$ cat src/rtl/hdlc_seq_pkg.sv
package hdlc_seq_pkg;

    typedef enum logic [2:0] {
        ST_IDLE,
        ST_PRE,
        ST_HEAD,
        ST_DATA,
        ST_TAIL
    } seq_state_t;

    localparam logic [7:0] FLAG_OCTET = 8'h7E;

endpackage

$ cat src/rtl/hdlc_bit_pick.sv
module hdlc_bit_pick
    import hdlc_seq_pkg::*;
(
    input  seq_state_t state_i,
    input  logic [2:0] bit_idx_i,
    input  logic [7:0] byte_i,
    output logic       bit_o
);

    always_comb begin
        unique case (state_i)
            ST_PRE:           bit_o = 1'b0;
            ST_HEAD, ST_TAIL: bit_o = FLAG_OCTET[3'd7 - bit_idx_i];
            ST_DATA:          bit_o = byte_i[bit_idx_i];
            default:          bit_o = 1'b1;
        endcase
    end

endmodule

$ cat src/rtl/hdlc_stuffer.sv
module hdlc_stuffer #(
    parameter int RUN_LEN = 5
) (
    input  logic clk,
    input  logic rst_n,
    input  logic clear_i,
    input  logic adv_i,
    input  logic count_i,
    input  logic bit_i,
    input  logic serve_i,
    output logic pend_o
);

    localparam int RW = $clog2(RUN_LEN + 1);

    logic [RW-1:0] run_q;

    always_ff @(posedge clk) begin
        if (!rst_n) begin
            run_q  <= '0;
            pend_o <= 1'b0;
        end else if (clear_i) begin
            run_q  <= '0;
            pend_o <= 1'b0;
        end else if (serve_i) begin
            pend_o <= 1'b0;
        end else if (adv_i && count_i) begin
            if (bit_i) begin
                if (run_q == RW'(RUN_LEN - 1)) begin
                    run_q  <= '0;
                    pend_o <= 1'b1;
                end else begin
                    run_q <= run_q + 1'b1;
                end
            end else begin
                run_q <= '0;
            end
        end
    end

endmodule

$ cat src/rtl/hdlc_nrzi_seq.sv
module hdlc_nrzi_seq
    import hdlc_seq_pkg::*;
#(
    parameter int PRE_OCTETS = 3,
    parameter int HEAD_FLAGS = 2,
    parameter int TAIL_FLAGS = 2,
    parameter int LEN_W      = 8,
    parameter int STUFF_RUN  = 5
) (
    input  logic             clk,
    input  logic             rst_n,
    input  logic             start_i,
    input  logic [LEN_W-1:0] len_i,
    input  logic             sym_stb_i,
    output logic [LEN_W-1:0] rd_addr_o,
    input  logic [7:0]       rd_data_i,
    output logic             toggle_o,
    output logic             busy_o
);

    localparam int SEC_MAX0 = (PRE_OCTETS > HEAD_FLAGS) ? PRE_OCTETS : HEAD_FLAGS;
    localparam int SEC_MAX  = (SEC_MAX0 > TAIL_FLAGS) ? SEC_MAX0 : TAIL_FLAGS;
    localparam int SEC_W    = (SEC_MAX > 1) ? $clog2(SEC_MAX) : 1;
    localparam int CNT_W    = (LEN_W > SEC_W) ? LEN_W : SEC_W;

    seq_state_t       state_q, state_d;
    logic [CNT_W-1:0] oct_q;
    logic [2:0]       bit_q;
    logic [LEN_W-1:0] len_q;
    logic [CNT_W-1:0] sec_last;
    logic             bit_val;
    logic             stuff_pend;
    logic             strobe_act, serve, adv, launch, oct_end, sec_end;

    assign launch     = start_i && (state_q == ST_IDLE);
    assign strobe_act = sym_stb_i && (state_q != ST_IDLE);
    assign serve      = strobe_act && stuff_pend;
    assign adv        = strobe_act && !stuff_pend;
    assign oct_end    = adv && (bit_q == 3'd7);
    assign sec_end    = oct_end && (oct_q == sec_last);

    hdlc_bit_pick u_pick (
        .state_i   (state_q),
        .bit_idx_i (bit_q),
        .byte_i    (rd_data_i),
        .bit_o     (bit_val)
    );

    hdlc_stuffer #(.RUN_LEN(STUFF_RUN)) u_stuff (
        .clk     (clk),
        .rst_n   (rst_n),
        .clear_i (launch),
        .adv_i   (adv),
        .count_i (state_q == ST_DATA),
        .bit_i   (bit_val),
        .serve_i (serve),
        .pend_o  (stuff_pend)
    );

    // last octet index of the current section
    always_comb begin
        unique case (state_q)
            ST_PRE:  sec_last = CNT_W'(PRE_OCTETS - 1);
            ST_HEAD: sec_last = CNT_W'(HEAD_FLAGS - 1);
            ST_DATA: sec_last = CNT_W'(len_q) - CNT_W'(1);
            ST_TAIL: sec_last = CNT_W'(TAIL_FLAGS - 1);
            default: sec_last = '0;
        endcase
    end

    always_comb begin
        state_d = state_q;
        unique case (state_q)
            ST_IDLE: if (start_i) state_d = ST_PRE;
            ST_PRE:  if (sec_end) state_d = ST_HEAD;
            ST_HEAD: if (sec_end) state_d = (len_q == '0) ? ST_TAIL : ST_DATA;
            ST_DATA: if (sec_end) state_d = ST_TAIL;
            ST_TAIL: if (sec_end) state_d = ST_IDLE;
            default: state_d = ST_IDLE;
        endcase
    end

    always_ff @(posedge clk) begin
        if (!rst_n) state_q <= ST_IDLE;
        else        state_q <= state_d;
    end

    always_ff @(posedge clk) begin
        if (!rst_n) begin
            oct_q <= '0;
            bit_q <= '0;
            len_q <= '0;
        end else if (launch) begin
            oct_q <= '0;
            bit_q <= '0;
            len_q <= len_i;
        end else if (adv) begin
            bit_q <= bit_q + 3'd1;
            if (oct_end) oct_q <= sec_end ? '0 : oct_q + 1'b1;
        end
    end

    always_ff @(posedge clk) begin
        if (!rst_n) toggle_o <= 1'b0;
        else        toggle_o <= strobe_act && (stuff_pend || !bit_val);
    end

    assign busy_o    = (state_q != ST_IDLE);
    assign rd_addr_o = oct_q[LEN_W-1:0];

endmodule

$ cat config.mk
export PLATFORM = sky130hd
export DESIGN_NAME = hdlc_nrzi_seq
export DESIGN_NICKNAME = d
export VERILOG_FILES = /design/src/rtl/hdlc_seq_pkg.sv /design/src/rtl/hdlc_bit_pick.sv /design/src/rtl/hdlc_stuffer.sv /design/src/rtl/hdlc_nrzi_seq.sv
export SDC_FILE = /design/constraint.sdc
export NUM_CORES = 1
export LEC_CHECK = 0
export BUFFER_PORTS_ARGS = -buffer_cell sky130_fd_sc_hd__buf_2
export CAP_MARGIN = 40
export CORE_UTILIZATION = 45
export DETAILED_ROUTE_END_ITERATION = 6
export PLACE_DENSITY_LB_ADDON = 0.25
export SYNTH_ARGS = -nofsm -noshare
export SYNTH_HDL_FRONTEND = slang
export SYNTH_SLANG_ARGS = --single-unit
$ cat constraint.sdc
create_clock -name clk -period 2.39 [get_ports clk]
set_clock_uncertainty 0.05 [all_clocks]
set_input_delay 0.1195 -clock clk [delete_from_list [all_inputs] [get_ports clk]]
set_output_delay 0.1195 -clock clk [all_outputs]
set_load 0.01 [all_outputs]
Word-level counts from Yosys, hierarchy flattened
Memories as Yosys holds them, arrays and structs flattened. Cells that the tools add are included.

Add/subtract/negate cells: 5. Order comparisons: 2. Eq/ne operators: 12. Multiplexer cells: 15. Bitwise operators: 2. Reduce and logical (&&, ||, !) cells: 21.

Operators with widths (count): $mux W3 (8); $pmux W8 S3 (1); $pmux W3 S5 (1); $ne A2 B2 Y1 const B (5); $eq A3 B3 Y1 const B (3); $add A8 B1 Y8 const B (1); $eq A8 B8 Y1 (1); $logic_and A1 B1 Y1 (8); $logic_not A8 Y1 (1); $lt A3 B4 Y1 const B (2); $mux W8 (1); $sub A8 B1 Y8 const B (1); $add A3 B1 Y3 const B (2); $eq A3 B2 Y1 const B (2); $reduce_and A5 Y1 (1); $reduce_and A2 Y1 (2); $reduce_or A2 Y1 (2); $bmux W1 S3 (1); $eq A3 B1 Y1 const B (1); $logic_not A3 Y1 (1); $pmux W1 S3 (1); $reduce_and A3 Y1 (1); $reduce_bool A3 Y1 (1); $reduce_or A3 Y1 (1); other kinds (5) (8).

Flip-flop bits (word level): 27. Memory bits (read-only): 8. Output and inout bits: 10. Memories kept: 1.

Memories: (no name shown) (words 8, width 1, rd ports 1, clocked after Yosys merged registers in 0, wr ports 0, line hdlc_bit_pick.sv:13) `ST_HEAD, ST_TAIL: bit_o = FLAG_OCTET[3'd7 - bit_idx_i];`.

Depth between registers and ports, before layout
Gate-level depths: netlist of the first run.

Depth after elaboration: 7. Gate-level depth with buffers: 10. Gate-level depth less buffers: 9.

Hierarchy
A second synthesis of the first run with hierarchy kept.

Cell total of the unflattened synthesis: 214. Area, all modules: 1853.0 um^2.

By module, submodules not included: hdlc_nrzi_seq (times used 1, cells each 177, area an instance 1498.9 um^2, seq. area each 460.4 um^2); hdlc_stuffer (times used 1, cells each 24, area an instance 232.7 um^2, seq. area each 80.1 um^2); hdlc_bit_pick (times used 1, cells each 13, area an instance 121.4 um^2, seq. area each 0.0 um^2).

Worst setup path after synthesis of the first run
Ideal clock, no wire load.

Kind: register to register. Start point: reg bit_q[0]. End point: reg oct_q[5], in the netlist rd_addr_o[5]. Data arrival time: 2.291 ns. Path slack: -0.066 ns. Stages on the path, launching flop included: 11. Path buffers: 1. Path through: dfxtp_1 -> ha_1 -> ha_1 -> nand2_1 -> or3_1 -> nor3_1 -> nand4_1 -> a2111oi_4 -> or2_1 -> buf_4 -> nor2_2.

Word-level cells in the longest chain between the ends: 4. Elaborated cells between the ends (all ways): 5. Classes of those cells: eq/ne (1); mux (1); reduce/logical (3).

RTL lines: start, declared (line hdlc_nrzi_seq.sv:28) `logic [2:0] bit_q;`; start signal, assigned (line hdlc_nrzi_seq.sv:98) `bit_q <= bit_q + 3'd1;`; $eq A3 B3 Y1 * (line hdlc_nrzi_seq.sv:39) `assign oct_end = adv && (bit_q == 3'd7);`; $logic_and A1 B1 Y1 * (line hdlc_nrzi_seq.sv:39); $logic_and A1 B1 Y1 (line hdlc_nrzi_seq.sv:40) `assign sec_end = oct_end && (oct_q == sec_last);`; $mux W8 (line hdlc_nrzi_seq.sv:99) `if (oct_end) oct_q <= sec_end ? '0 : oct_q + 1'b1;`; end signal, assigned (line hdlc_nrzi_seq.sv:99); end, declared (line hdlc_nrzi_seq.sv:27) `logic [CNT_W-1:0] oct_q;`.

Mark *: on every way between the ends. The rest lies on a longest branch, timed or not. A chain may end at the register's enable or synchronous reset.

Worst setup path after layout of the first run
Start point: reg len_q[2]. End point: reg oct_q[0], in the netlist rd_addr_o[0].

Word-level cells in the longest chain between the ends: 5.

RTL lines: start, declared (line hdlc_nrzi_seq.sv:29) `logic [LEN_W-1:0] len_q;`; start signal, assigned (line hdlc_nrzi_seq.sv:96) `len_q <= len_i;`; $sub A8 B1 Y8 (line hdlc_nrzi_seq.sv:65) `ST_DATA: sec_last = CNT_W'(len_q) - CNT_W'(1);`; $pmux W8 S3 (line hdlc_nrzi_seq.sv:62) `unique case (state_q)`; $eq A8 B8 Y1 (line hdlc_nrzi_seq.sv:40); $logic_and A1 B1 Y1 (line hdlc_nrzi_seq.sv:40); $mux W8 (line hdlc_nrzi_seq.sv:99).

No other way between the ends.

==> key figures, run 1 <==
Floorplanning
  – Row cnt: 21
  – Die Span Y: 63.27 microns
  – Core Area: 3468 sq um
  – Initial Utilization: 48.70%
  – DIE AREA: 4002 sq um
  – I/O pin cnt: 30
  – Die X-Extent: 63.27 microns

Hold path
  – Hold Startpoint: len_i[0]
  – Worst min-delay path category: input port to flip-flop
  – Hold endpoint: len_q[0]
  – WHS Path Cells: 3

Detailed routing
  – Routed WL per cell: 12.81 microns
  – DRT Pass-1 Iters: 4
  – Post-route DRC: 0
  – Initial DRC count: 83
  – Via/cell ratio: 5.286
  – ANT nets after route: 0
  – Vias: 1591
  – Routed WL: 3855 microns

Cells and area
  – Register area: 550.5 sq um
  – Share of cells above drive strength 1: 32.55%
  – Final nets: 284
  – Area of the multi-input gates: 1095 sq um
  – Filler instances: 317
  – Antenna diode count: 0
  – Final core occ: 61.80%
  – Area grow syn2layout: 26.89%
  – Post-route design area: 2143 sq um

Worst setup path
  – R2r endpoint: rd_addr_o[0]
  – Worst EP arrival: 2.65 ns
  – Critical Path Start: len_q[2]
  – Worst reg2reg path startpoint: len_q[2]
  – Critical path type: flip-flop to flip-flop
  – Crit start category: flip-flop
  – Worst-path cell chain: or4_4 -> or3_1 -> a21oi_2 -> xor2_2 -> a2111oi_4 -> buf_4 -> or3_1 -> a21oi_2
  – Crit-path slowest cell: or4_4
  – Slowest stage delay, CP: 0.54 ns
  – Reg2Reg Depth: 8
  – R2R setup slack: -0.08 ns
  – Worst setup EP type: flip-flop
  – CP required: 2.57 ns
  – Worst-path fanout max: 3

Pwr
  – Power density cells: 420.7 nW/um^2
  – Pleak: 0.8776 nW
  – Peak VDD IR: 0.0002317 V

Clocking
  – Num CTS Buffers: 3
  – Root buffer cell: clkbuf_8
  – Clock latency on the worst-skew pair: 0.28 ns
  – Clk pin slew, worst setup/hold paths: 0.10 ns
  – CTS tree: yes
  – H-tree depth: 1
  – CTS sink count: 27
  – Post-CTS Hold Fix Bufs: 0
  – Clock tree buffer depth: 2

Yosys
  – Cells after Synth: 200
  – Synth cell count leaders: nand2_1 (34), dfxtp_1 (27), nor2_1 (11), a21boi_0 (10), inv_1 (10)
  – Most frequent cell after synthesis: nand2_1
  – Sequential share of the synthesized area: 32.00%
  – Fraction of registers with async set/reset: 0%
  – Post-Synthesis Cell Area: 1689 sq um
  – Synth Flop Type: dfxtp_1
  – Top cell type's share of synthesized area: 32.00%
  – Area leader, netlist: dfxtp_1
  – Syn_nets: 228
  – Main area contributors after synthesis: dfxtp_1 (32%), nand2_1 (7.6%), ha_1 (5.9%)
  – Synth cell types: 50
  – YS warnings: 0
  – EDFF count, synth: 0
  – Avg Cell Area, Syn: 8.446 sq um
  – Synthesized flop and latch total: 27

Timing
  – F_max: 0.4053 GHz
  – WHS: 0.01502 ns
  – Period utilization: 103.2%
  – Worst Tran Pin Value: 0.5334 ns
  – Tmin final: 2.468 ns
  – TNS Setup: -0.2914 ns
  – Final Hold Fails: 0
  – Fin. max-slew vios: 0
  – # setup viols final: 10
  – Post-route setup slack: -0.07760 ns
  – RSZ-0062 raised after global routing: yes
  – Slew HR: 64.31%

Place
  – Worst slack, placed: -0.06534 ns
  – Port bufs: 29
  – Dpl cell area: 2039 sq um
  – Hpwl dp: 2859 microns
  – Routability cong.: 0.8452

GRT
  – GRT Total Usage: 19.86%
  – Vias in the first global route: 1415
  – Antenna violations before repair: 0
  – GRT Residual Overflow: 0
  – Largest net degree at the start of global routing: 16
  – Global-route wire length before repair: 6265 microns

Run status
  – Failing checks: negative setup slack
  – Outcome: finished, violations left

Run
  – MaxCap Viol Count: 0
stage by stage:
| stage | std cells | power, mW |
|---|---|---|
| after detailed placement | 293 | 0.6292 |
| after global routing | 301 | 0.9400 |
| after CTS | 297 | 0.9023 |
| after global placement | 293 | 0.6279 |
| final | 301 | 0.9017 |
| after floorplan | 200 | 0.5694 |
flip-flops by register name, summed over array words and instances, names as in the netlist:
register and flops:
len_q 8, rd_addr_o 8, bit_q 3, state_q 3, u_stuff.run_q 3, toggle_o 1
u_stuff.pend_o 1
worst max path at each step:
stage                         endpoint  cells after the start
after floorplan           rd_addr_o[5]                      8
after global placement      state_q[1]                      8
after detailed placement    state_q[1]                      8
after CTS                   state_q[1]                      8
after global routing        state_q[1]                      8
final                     rd_addr_o[0]                      8
worst max-delay path, delay by kind of cell, from the launching register on:
family,cells,cell delay [ns]
simple gates,3,1.27
buf+inv,1,0.16
flops,1,0.36
xor+xnor,1,0.19
compound gates,3,0.37
area by class of cell:
type                    instances  share of cell area, %
inverters                      10                  1.751
flip-flops and latches         27                  25.69
well taps                      46                  2.685
repair buffers                 55                  16.64
clock buffers                   3                  1.926
clock inverters                 1                 0.2335
multi-input cells             159                  51.08
routing by layer:
layer	global-route usage (%)	vias to the layer above	share of wire, %
li1	-	810	-
met1	27.57	733	49
met2	30.38	43	45
met3	2.899	5	4.5
met4	8.523	0	1.7
met5	0	-	0
repair_timing:
action / in CTS / in global routing
endpoints found under the setup margin: 2 / 11
pin swaps: 2 / 14
buffers inserted: 0 / 5
resized for setup: 2 / 6
power breakdown:
group / switching [mW] / leakage, nW / internal, mW / total (mW)
clock: 0.155 / 0.0255 / 0.118 / 0.273
combinational: 0.0796 / 0.631 / 0.0819 / 0.162
sequential: 0.00813 / 0.221 / 0.459 / 0.467
total: 0.243 / 0.878 / 0.659 / 0.902
kinds of logic after synthesis:
| kind of cell | Yosys count | share of synthesized area (%) |
|---|---|---|
| compound gates | 40 | 16.52 |
| xor+xnor | 14 | 7.704 |
| fa+ha+maj | 8 | 5.926 |
| buf+inv | 14 | 4.519 |
| flops | 27 | 32.00 |
| mux | 5 | 4.444 |
| simple gates | 92 | 28.89 |
cells in the final DEF, fill, tap and decap left out, drive strengths merged, types with 2 or more instances in the layout:
master and count:
ha 8, xnor2 6, nor3b 5, mux2i 3, nor3 4, a211oi 2
nand2 34, mux4 2, and3 2, nor2b 2, dfxtp 27, xor2 8
a21oi 10, nor2 17, or3 4, nand4 6, a21boi 10, or4 2
inv 10, nand3 6, o21ai 8, clkbuf 3, buf 55
Power figures use the tool's default switching activity.
==> run 2, diff against run 1 <==
Settings changed: PLACE_DENSITY set to 0.69, PLACE_DENSITY_LB_ADDON 0.25 to not set.
==> run 2 against run 1 <==
  * Sequential power about the same
  * Register-to-register slack improved by 0.02 ns
  * Setup slack gained 0.017 ns
  * Worst hold slack improved by 0.017 ns
  * Routed wire length is 1.1% higher
  * Highest routed layer unchanged
  * Non-clock buffer count shrank 2
  * Clock-buffer cell count increased by 1
  * Cell count down 0.66%
  * Clock power shrank 3%
  * First-iteration DRC count is 13% lower
  * The flow still finishes with violations (negative setup slack)
==> key figures, run 2 (synthesized netlist as in run 1, its figures left out) <==
Clocking
  – Num CTS Buffers: 3 (unchanged)
  – H-tree depth: 1 (unchanged)
  – Clock tree buffer depth: 2 (unchanged)
  – Clk pin slew, worst setup/hold paths: 0.09 ns (about the same)
  – Root buffer cell: clkbuf_8
  – Clock latency on the worst-skew pair: 0.27 ns (about the same)
  – CTS tree: yes
  – CTS sink count: 27 (unchanged)

Pwr
  – Internal: 0.6616 mW (+0.45%)
  – Pleak: 0.8727 nW (-0.56%)
  – P_sw: 0.2347 mW (-3.4%)
  – Comb pwr share: 18.3% (+0.4 points)
  – Flop pwr share: 52.2% (+0.4 points)
  – Peak VDD IR: 0.0003010 V (+30%)
  – Clock power share: 29.4% (-0.9 points)
  – Sw Share: 26.19% (-0.77 points)
  – Power density cells: 415.5 nW/um^2 (-1.2%)
  – Power Total: 0.8963 mW (-0.59%)

Timing
  – Worst Tran Pin Value: 0.5477 ns (+0.01428 ns)
  – Final Hold Fails: 0 (unchanged)
  – Post-route setup slack: -0.06038 ns (+0.01722 ns)
  – Period utilization: 102.5% (-0.72 points)
  – Tmin final: 2.450 ns (-0.01722 ns)
  – F_max: 0.4081 GHz (+0.70%)
  – WHS: 0.03160 ns (+0.01658 ns)
  – RSZ-0062 raised after global routing: yes
  – Slew HR: 63.35% (-0.96 points)
  – Fin. max-slew vios: 0 (unchanged)
  – # setup viols final: 1 (-9)

Run status
  – Outcome: finished, violations left
  – Failing checks: negative setup slack

GRT
  – Largest net degree at the start of global routing: 15 (-1)
  – Vias in the first global route: 1448 (+2.3%)
  – Global-route wire length before repair: 6389 microns (+2.0%)
  – GRT Residual Overflow: 0 (unchanged)
  – GRT Total Usage: 19.91% (+0.046 points)
  – Antenna violations before repair: 0 (unchanged)

Floorplanning
  – Die X-Extent: 63.27 microns (unchanged)
  – DIE AREA: 4002 sq um (unchanged)
  – Core Area: 3468 sq um (unchanged)
  – Row cnt: 21 (unchanged)
  – I/O pin cnt: 30 (unchanged)
  – Die Span Y: 63.27 microns (unchanged)
  – Initial Utilization: 48.70% (unchanged)

Worst setup path
  – Crit start category: flip-flop
  – CP required: 2.51 ns (-0.06 ns)
  – Worst EP arrival: 2.57 ns (-0.08 ns)
  – Worst setup EP type: flip-flop
  – Critical path type: flip-flop to flip-flop
  – Worst-path fanout max: 4 (+1)
  – Critical Path Start: len_q[5]
  – Worst reg2reg path startpoint: len_q[5]

Detailed routing
  – Routed WL: 3899 microns (+1.1%)
  – Initial DRC count: 72 (-13%)
  – Post-route DRC: 0 (unchanged)
  – Routed WL per cell: 13.04 microns (+1.8%)
  – Via/cell ratio: 5.321 (+0.67%)
  – ANT nets after route: 0 (unchanged)
  – DRT Pass-1 Iters: 4 (unchanged)
  – Vias: 1591 (unchanged)

Cells and area
  – Share of cells above drive strength 1: 35.18% (+2.6 points)
  – Most frequent cells in the layout: nand2_1 (34), buf_2 (29), buf_4 (22), dfxtp_1 (19), nor2_1 (11)
  – Commonest non-fill, non-tap cell in the layout: nand2_1
  – Final non-filler cell total: 299 (-0.66%)
  – Antenna diode count: 0 (unchanged)
  – Post-route design area: 2157 sq um (+0.64%)
  – Final nets: 282 (-0.70%)
  – Area grow syn2layout: 27.70%
  – Final core occ: 62.19% (+0.40 points)

Hold path
  – Worst min-delay path category: input port to flip-flop
  – Hold Startpoint: len_i[3]

Place
  – Dpl cell area: 2039 sq um (unchanged)
  – Routability cong.: 0.8151 (-3.6%)
  – Port bufs: 29 (unchanged)
  – Dpl cells: 293 (unchanged)
  – Hpwl dp: 2901 microns (+1.5%)

Run
  – MaxCap Viol Count: 0 (unchanged)
==> run 2: cell types whose count changed in the layout (fill, tap and decap cells not counted), moves of 2 or more <==
cell,before,now
a21oi_1,7,9
dfxtp_1,23,19
a21oi_2,3,1
dfxtp_2,2,7
buf_4,24,22
o21ai_0,8,6
o21ai_1,0,2
==> run 2: worst paths after layout <==
check	endpoint	slack [ns]	cells after the start
setup / recovery	state_q[1]	-0.06	8
setup reg to reg	state_q[1]	-0.06	8
hold reg to reg	u_stuff.run_q[1]	0.43	2
hold / removal	len_q[3]	0.03	3
==> run 2: power by group through the flow <==
stage	registers, mW	clock network (mW)	logic [mW]
finish	0.468	0.264	0.164
global route	0.470	0.293	0.182
CTS	0.467	0.273	0.155
detailed placement	0.478	0	0.152
global placement	0.477	0	0.151
floorplan	0.480	0	0.0890
==> run 2: layer usage <==
| layer | wire length [microns] | global-route usage [%] | part of all wire (%) |
|---|---|---|---|
| met5 | 0 | 0 | 0 |
| met1 | 1952 | 27.38 | 50 |
| met4 | 21 | 2.557 | 0.54 |
| met2 | 1782 | 32.53 | 46 |
| met3 | 141 | 4.348 | 3.6 |
==> run 2: critical path, cell delays in order, from the launching register on <==
cell	delay [ns]
dfxtp_2	0.33
or4_4	0.54
or3_1	0.35
a21oi_2	0.18
xor2_2	0.10
a2111oi_4	0.23
buf_4	0.21
a21oi_1	0.07
a311oi_1	0.28
==> run 2: timing repair <==
item,in CTS,in global routing
hold endpoints to repair,0,0
pin swaps,4,6
setup buffers,1,1
resized for setup,3,15
hold buffers,0,0
setup endpoints to repair,2,11
==> run 2: area by class of cell <==
cell class | instances | area [sq um]
Fill cell | 313 | 1311
Multi-Input combinational cell | 159 | 1122
Sequential cell | 27 | 553.0
Timing Repair Buffer | 53 | 341.6
Tap cell | 46 | 57.56
Clock buffer | 4 | 45.04
Inverter | 10 | 37.54
==> run 2: stage by stage <==
stage / TNS [ns] / setup WS (ns)
6_report: -0.06038 / -0.06038
5_1_grt: -0.3972 / -0.1661
4_1_cts: -0.03148 / -0.03148
3_5_place_dp: -0.1397 / -0.09311
3_3_place_gp: -0.02512 / -0.02156
2_1_floorplan: -0.06201 / -0.01035
